<file path="src/rtl/pwr_seq_ctrl.sv">
module pwr_seq_ctrl #(
  parameter int SETTLE_CYC = 4,
  parameter int PG_TIMEOUT = 16,
  parameter int DONE_DLY   = 8,
  parameter int EN_DLY     = 5
) (
  input  logic clk,
  input  logic rst_n,
  input  logic user_en,
  input  logic mrst_n,
  input  logic force_on,
  input  logic pg_1v0,
  input  logic pg_1v8,
  input  logic pg_1v5,
  input  logic pg_3v3,
  input  logic boot_strap,
  output logic en_1v0,
  output logic en_1v8,
  output logic en_1v5,
  output logic en_3v3,
  output logic cpu_rst_n,
  output logic pwr_good,
  output logic boot_sel,
  output logic user_en_dly
);
  localparam int TW = $clog2(SETTLE_CYC + PG_TIMEOUT + 1);
  localparam int DW = $clog2(DONE_DLY + 1);
  localparam int EW = $clog2(EN_DLY + 1);
  localparam logic [TW-1:0] SETTLE_LAST  = TW'(SETTLE_CYC - 1);
  localparam logic [TW-1:0] TIMEOUT_LAST = TW'(PG_TIMEOUT - 1);
  localparam logic [DW-1:0] DONE_LAST    = DW'(DONE_DLY - 1);
  localparam logic [EW-1:0] EN_FULL      = EW'(EN_DLY);

  typedef enum logic [2:0] {S_OFF, S_RAMP, S_SETTLE, S_ON, S_FAULT} st_t;

  st_t           st;
  logic [1:0]    step;
  logic [TW-1:0] tmr;
  logic [DW-1:0] done_cnt;
  logic          done;
  logic [EW-1:0] en_cnt;
  logic          strap_taken;
  logic [3:0]    rail_on;

  wire [3:0] pg_vec = {pg_3v3, pg_1v5, pg_1v8, pg_1v0};
  wire       pg_all = &pg_vec;
  wire       pg_cur = pg_vec[step];
  wire       active = (st == S_RAMP) || (st == S_SETTLE) || (st == S_ON);

  always_ff @(posedge clk or negedge rst_n) begin
    if (!rst_n) begin
      st   <= S_OFF;
      step <= '0;
      tmr  <= '0;
    end else if (!user_en) begin
      st   <= S_OFF;
      step <= '0;
      tmr  <= '0;
    end else begin
      case (st)
        S_OFF: begin
          st   <= S_RAMP;
          step <= '0;
          tmr  <= '0;
        end
        S_RAMP: begin
          if (pg_cur) begin
            st  <= S_SETTLE;
            tmr <= '0;
          end else if (tmr == TIMEOUT_LAST) begin
            st <= S_FAULT;
          end else begin
            tmr <= tmr + 1'b1;
          end
        end
        S_SETTLE: begin
          if (!pg_cur) begin
            st <= S_FAULT;
          end else if (tmr == SETTLE_LAST) begin
            tmr <= '0;
            if (step == 2'd3) st <= S_ON;
            else begin
              st   <= S_RAMP;
              step <= step + 1'b1;
            end
          end else begin
            tmr <= tmr + 1'b1;
          end
        end
        S_ON:    if (!pg_all) st <= S_FAULT;
        default: st <= S_FAULT;
      endcase
    end
  end

  for (genvar i = 0; i < 4; i++) begin : g_rail
    assign rail_on[i] = active && (step >= 2'(i));
  end

  assign en_1v0 = rail_on[0] | force_on;
  assign en_1v8 = rail_on[1] | force_on;
  assign en_1v5 = rail_on[2];
  assign en_3v3 = rail_on[3];
  assign pwr_good = (st == S_ON) && pg_all;

  always_ff @(posedge clk or negedge rst_n) begin
    if (!rst_n) begin
      done_cnt <= '0;
      done     <= 1'b0;
    end else if (!pwr_good) begin
      done_cnt <= '0;
      done     <= 1'b0;
    end else if (!done) begin
      if (done_cnt == DONE_LAST) done <= 1'b1;
      else done_cnt <= done_cnt + 1'b1;
    end
  end

  assign cpu_rst_n = user_en & mrst_n & pg_all & done;

  always_ff @(posedge clk or negedge rst_n) begin
    if (!rst_n) en_cnt <= '0;
    else if (!user_en) en_cnt <= '0;
    else if (en_cnt != EN_FULL) en_cnt <= en_cnt + 1'b1;
  end

  assign user_en_dly = (en_cnt == EN_FULL);

  always_ff @(posedge clk or negedge rst_n) begin
    if (!rst_n) begin
      strap_taken <= 1'b0;
      boot_sel    <= 1'b0;
    end else if (!strap_taken) begin
      strap_taken <= 1'b1;
      boot_sel    <= boot_strap;
    end
  end
endmodule

</file>
<file path="config.mk">
export PLATFORM = sky130hd
export DESIGN_NAME = pwr_seq_ctrl
export DESIGN_NICKNAME = d
export VERILOG_FILES = /design/src/rtl/pwr_seq_ctrl.sv
export SDC_FILE = /design/constraint.sdc
export NUM_CORES = 1
export LEC_CHECK = 0
export ABC_AREA = 1
export BUFFER_PORTS_ARGS = -buffer_cell sky130_fd_sc_hd__buf_4
export CELL_PAD_IN_SITES_DETAIL_PLACEMENT = 1
export CELL_PAD_IN_SITES_GLOBAL_PLACEMENT = 1
export CORE_ASPECT_RATIO = 1.75
export CORE_MARGIN = 2
export CORE_UTILIZATION = 37
export CTS_CLUSTER_SIZE = 24
export DETAILED_ROUTE_END_ITERATION = 8
export HOLD_SLACK_MARGIN = 0.06
export PLACE_DENSITY = 0.8
export SYNTH_ARGS = -nofsm -noshare
export SYNTH_HDL_FRONTEND = slang
export SYNTH_SLANG_ARGS = --single-unit
</file>
<file path="constraint.sdc">
create_clock -name clk -period 1.6 [get_ports clk]
set_clock_uncertainty 0.05 [all_clocks]
set_input_delay 0.48 -clock clk [delete_from_list [all_inputs] [get_ports clk]]
set_output_delay 0.48 -clock clk [all_outputs]
set_load 0.02 [all_outputs]
</file>
==> impl_metrics.py <==
metrics = {
    "logic_synthesis": {
        "synth_edf_count": 0,
        "synthesis.nets": 178,
        "synth.distinct_cells": 29,
        "synth.most_common_cell": "nand2_1",
        "synth_mux_area_frac": 0.00904,
        "ys_warn_count": 0,
        "synth_area_leaders": "dfrtp_1 (40%), nand2_1 (12%), ha_1 (8.0%)",
        "syn_inst": 160,
        "synth_xor_area_frac": 0.0281,
        "synth_top_area_share": 0.402,
        "synthFlopType": "dfrtp_1",
        "ys_seq_elements": 20,
        "synth-simple-area-share": 0.305,
        "synth_top_family_by_area": "simple AND/OR/NAND/NOR gates",
        "seq_area_frac_synth": 0.402,
        "synth_common_cells": "nand2_1 (39), dfrtp_1 (20), inv_1 (20)",
        "syn-cell-area_um2": 1250,
        "synthAdderAreaFrac": 0.0803,
        "synth-compound-area-share": 0.0904,
        "avgSynthCellArea_um2": 7.79,
        "yosys.area.top_type": "dfrtp_1",
        "synthArstFlopShare": 1.00,
    },
    "grt": {
        "first_global_vias": 1481,
        "grt_pass1_wl_mm": 6.85,
        "grt_util_all_layers": 0.249,
        "grt_max_degree": 21,
        "antenna_found_initial": 0,
        "globalRouteOverflowTotal": 0,
    },
    "worst_setup_path": {
        "worst_ep_arrival_time_ns": 1.29,
        "cp-end-kind": "primary output",
        "crit_fanout": 4,
        "worstPathRequired_ns": 1.07,
        "crit_type": "reg2out",
        "cp-start-kind": "flop",
    },
    "sta": {
        "hold_viol": 0,
        "period_needed_ns": 1.82,
        "min_period_over_period": 1.14,
        "setup_slack_ns": -0.223,
        "rsz0062_at_grt": "yes",
        "fin_setup_tns_ns": -1.39,
        "setup_viol": 13,
        "timing.fmax_mhz": 549,
        "drv_slew": 0,
    },
    "floorplanning": {
        "die_w_um": 47.9,
        "die_h_um": 80.8,
        "rows": 27,
        "start_util": 0.392,
        "coreArea_um2": 3180,
        "die_area_um2": 3870,
        "ios": 18,
    },
    "layout": {
        "utilization": 0.647,
        "syn2layout_area_growth_pct": 65.0,
        "drive_gt1_frac": 0.570,
        "nNetsFinal": 242,
        "num_antenna_cells": 0,
        "final_area_um2": 2060,
        "fin_cells": 266,
    },
    "route": {
        "viasPerCell": 5.32,
        "num_vias": 1416,
        "wl_mm": 5.42,
        "first_pass_iters": 4,
        "ant_nets": 0,
        "remaining_drc_errors": 0,
        "wire_per_inst_um": 20.4,
        "drtIter0Drc": 31,
    },
    "cts": {
        "root_buffer": "clkbuf_8",
        "cts_sinks": 20,
        "cts_tree": "built",
        "cts_buffers": 3,
        "cts_buffer_depth": 2,
        "htree_levels": 1,
        "clkTransAtPathRegs_ns": 0.09,
        "clock_latency_ns": 0.28,
    },
    "place": {
        "place.gp.congestion": 0.812,
        "io_buffer_count": 17,
        "dpl_cell_area_um2": 1490,
        "dpl.cell_count": 228,
        "hpwlAfterDp_mm": 2.69,
    },
    "worst_hold_path": {
        "hold_class": "in2reg",
    },
    "status": {
        "status": "finished with violations",
        "violations": "setup timing",
    },
    "power_and_ir_drop": {
        "p_leak_nw": 1.01,
        "max-vdd-ir-drop_uv": 843,
        "power_w": 0.00194,
        "powerDensity_nw_per_um2": 944,
    },
    "job": {
        "cap_viol_max_count": 0,
    },
}
[per-stage QoR]
step | hold WS [ns] | worst slack [ns]
detailed placement | 0.325 | -0.0825
global route | 0.377 | -0.264
floorplan | 0.134 | 0.0500
global placement | 0.321 | -0.0796
CTS | 0.404 | -0.153
finish | 0.379 | -0.223
[layout by cell type, fill, tap and decap left out, drive strengths merged, types with 2 or more instances in the layout]
cell type / netlist / final
xnor2: 2 / 2
a21oi: 6 / 6
clkbuf: 0 / 3
nand4: 3 / 3
dfrtp: 20 / 20
o21ai: 10 / 10
ha: 8 / 8
nor2: 16 / 16
nand2: 42 / 42
buf: 1 / 59
xor2: 2 / 2
nand3: 16 / 16
inv: 25 / 26
[cells by family after synthesis]
logic type / count (synthesis)
xor gates and xnor gates: 4
DFF: 20
and+or+nand+nor: 80
AOI/OAI and AO/OA: 19
muxes: 1
adders and majority gates: 8
buffers and inverters: 27
other: 1
[per-layer routing]
metal / vias up / wire length, µm / share of wire / global-route usage
met2: 52 / 3140 / 0.58 / 0.443
li1: 636 / - / - / -
met4: 0 / 289 / 0.053 / 0.127
met5: - / 0 / 0 / 0
met1: 703 / 1780 / 0.33 / 0.261
met3: 25 / 207 / 0.038 / 0.0400
[registers in the layout, summed over array words and instances, names as in the netlist]
signal / flops
step: 2
strap_taken: 1
st: 3
done_cnt: 4
boot_sel: 1
en_cnt: 3
done: 1
tmr: 5
[timing repair]
action,in CTS,in global routing
setup buffers,19,16
hold endpoints to repair,20,0
resized for setup,33,40
hold buffers,1,0
pin swaps,12,19
setup endpoints to repair,15,18
[final timing paths]
check	startpoint	end	slack, ns	cells after the start
min in group asynchronous	rst_n	done_cnt[0]	0.56	2
max reg2reg	tmr[0]	tmr[4]	-0.11	10
max in group asynchronous	rst_n	step[1]	0.69	2
max	step[0]	en_1v5	-0.22	5
min reg2reg	tmr[3]	tmr[3]	0.45	2
min	boot_strap	boot_sel	0.38	2
[final cells by class]
class	instances	area [µm²]
Clock buffer	3	41.3
Clock inverter	1	30.0
Fill cell	380	1120
Inverter	26	100
Multi-Input combinational cell	113	832
Sequential cell	20	504
Tap cell	43	53.8
Timing Repair Buffer	60	494
[power by group]
| part | internal (W) | switching, W |
|---|---|---|
| logic | 0.000328 | 0.000458 |
| registers | 0.000555 | 0.0000597 |
| clock network | 0.000336 | 0.000203 |
| total | 0.00122 | 0.000721 |
[critical path, cell delays in order, from the launching register on]
cell,delay (ns)
dfrtp_1,0.44
inv_4,0.12
ha_4,0.17
nor2_4,0.04
nor2_2,0.12
buf_6,0.14
Power figures use the tool's default switching activity.
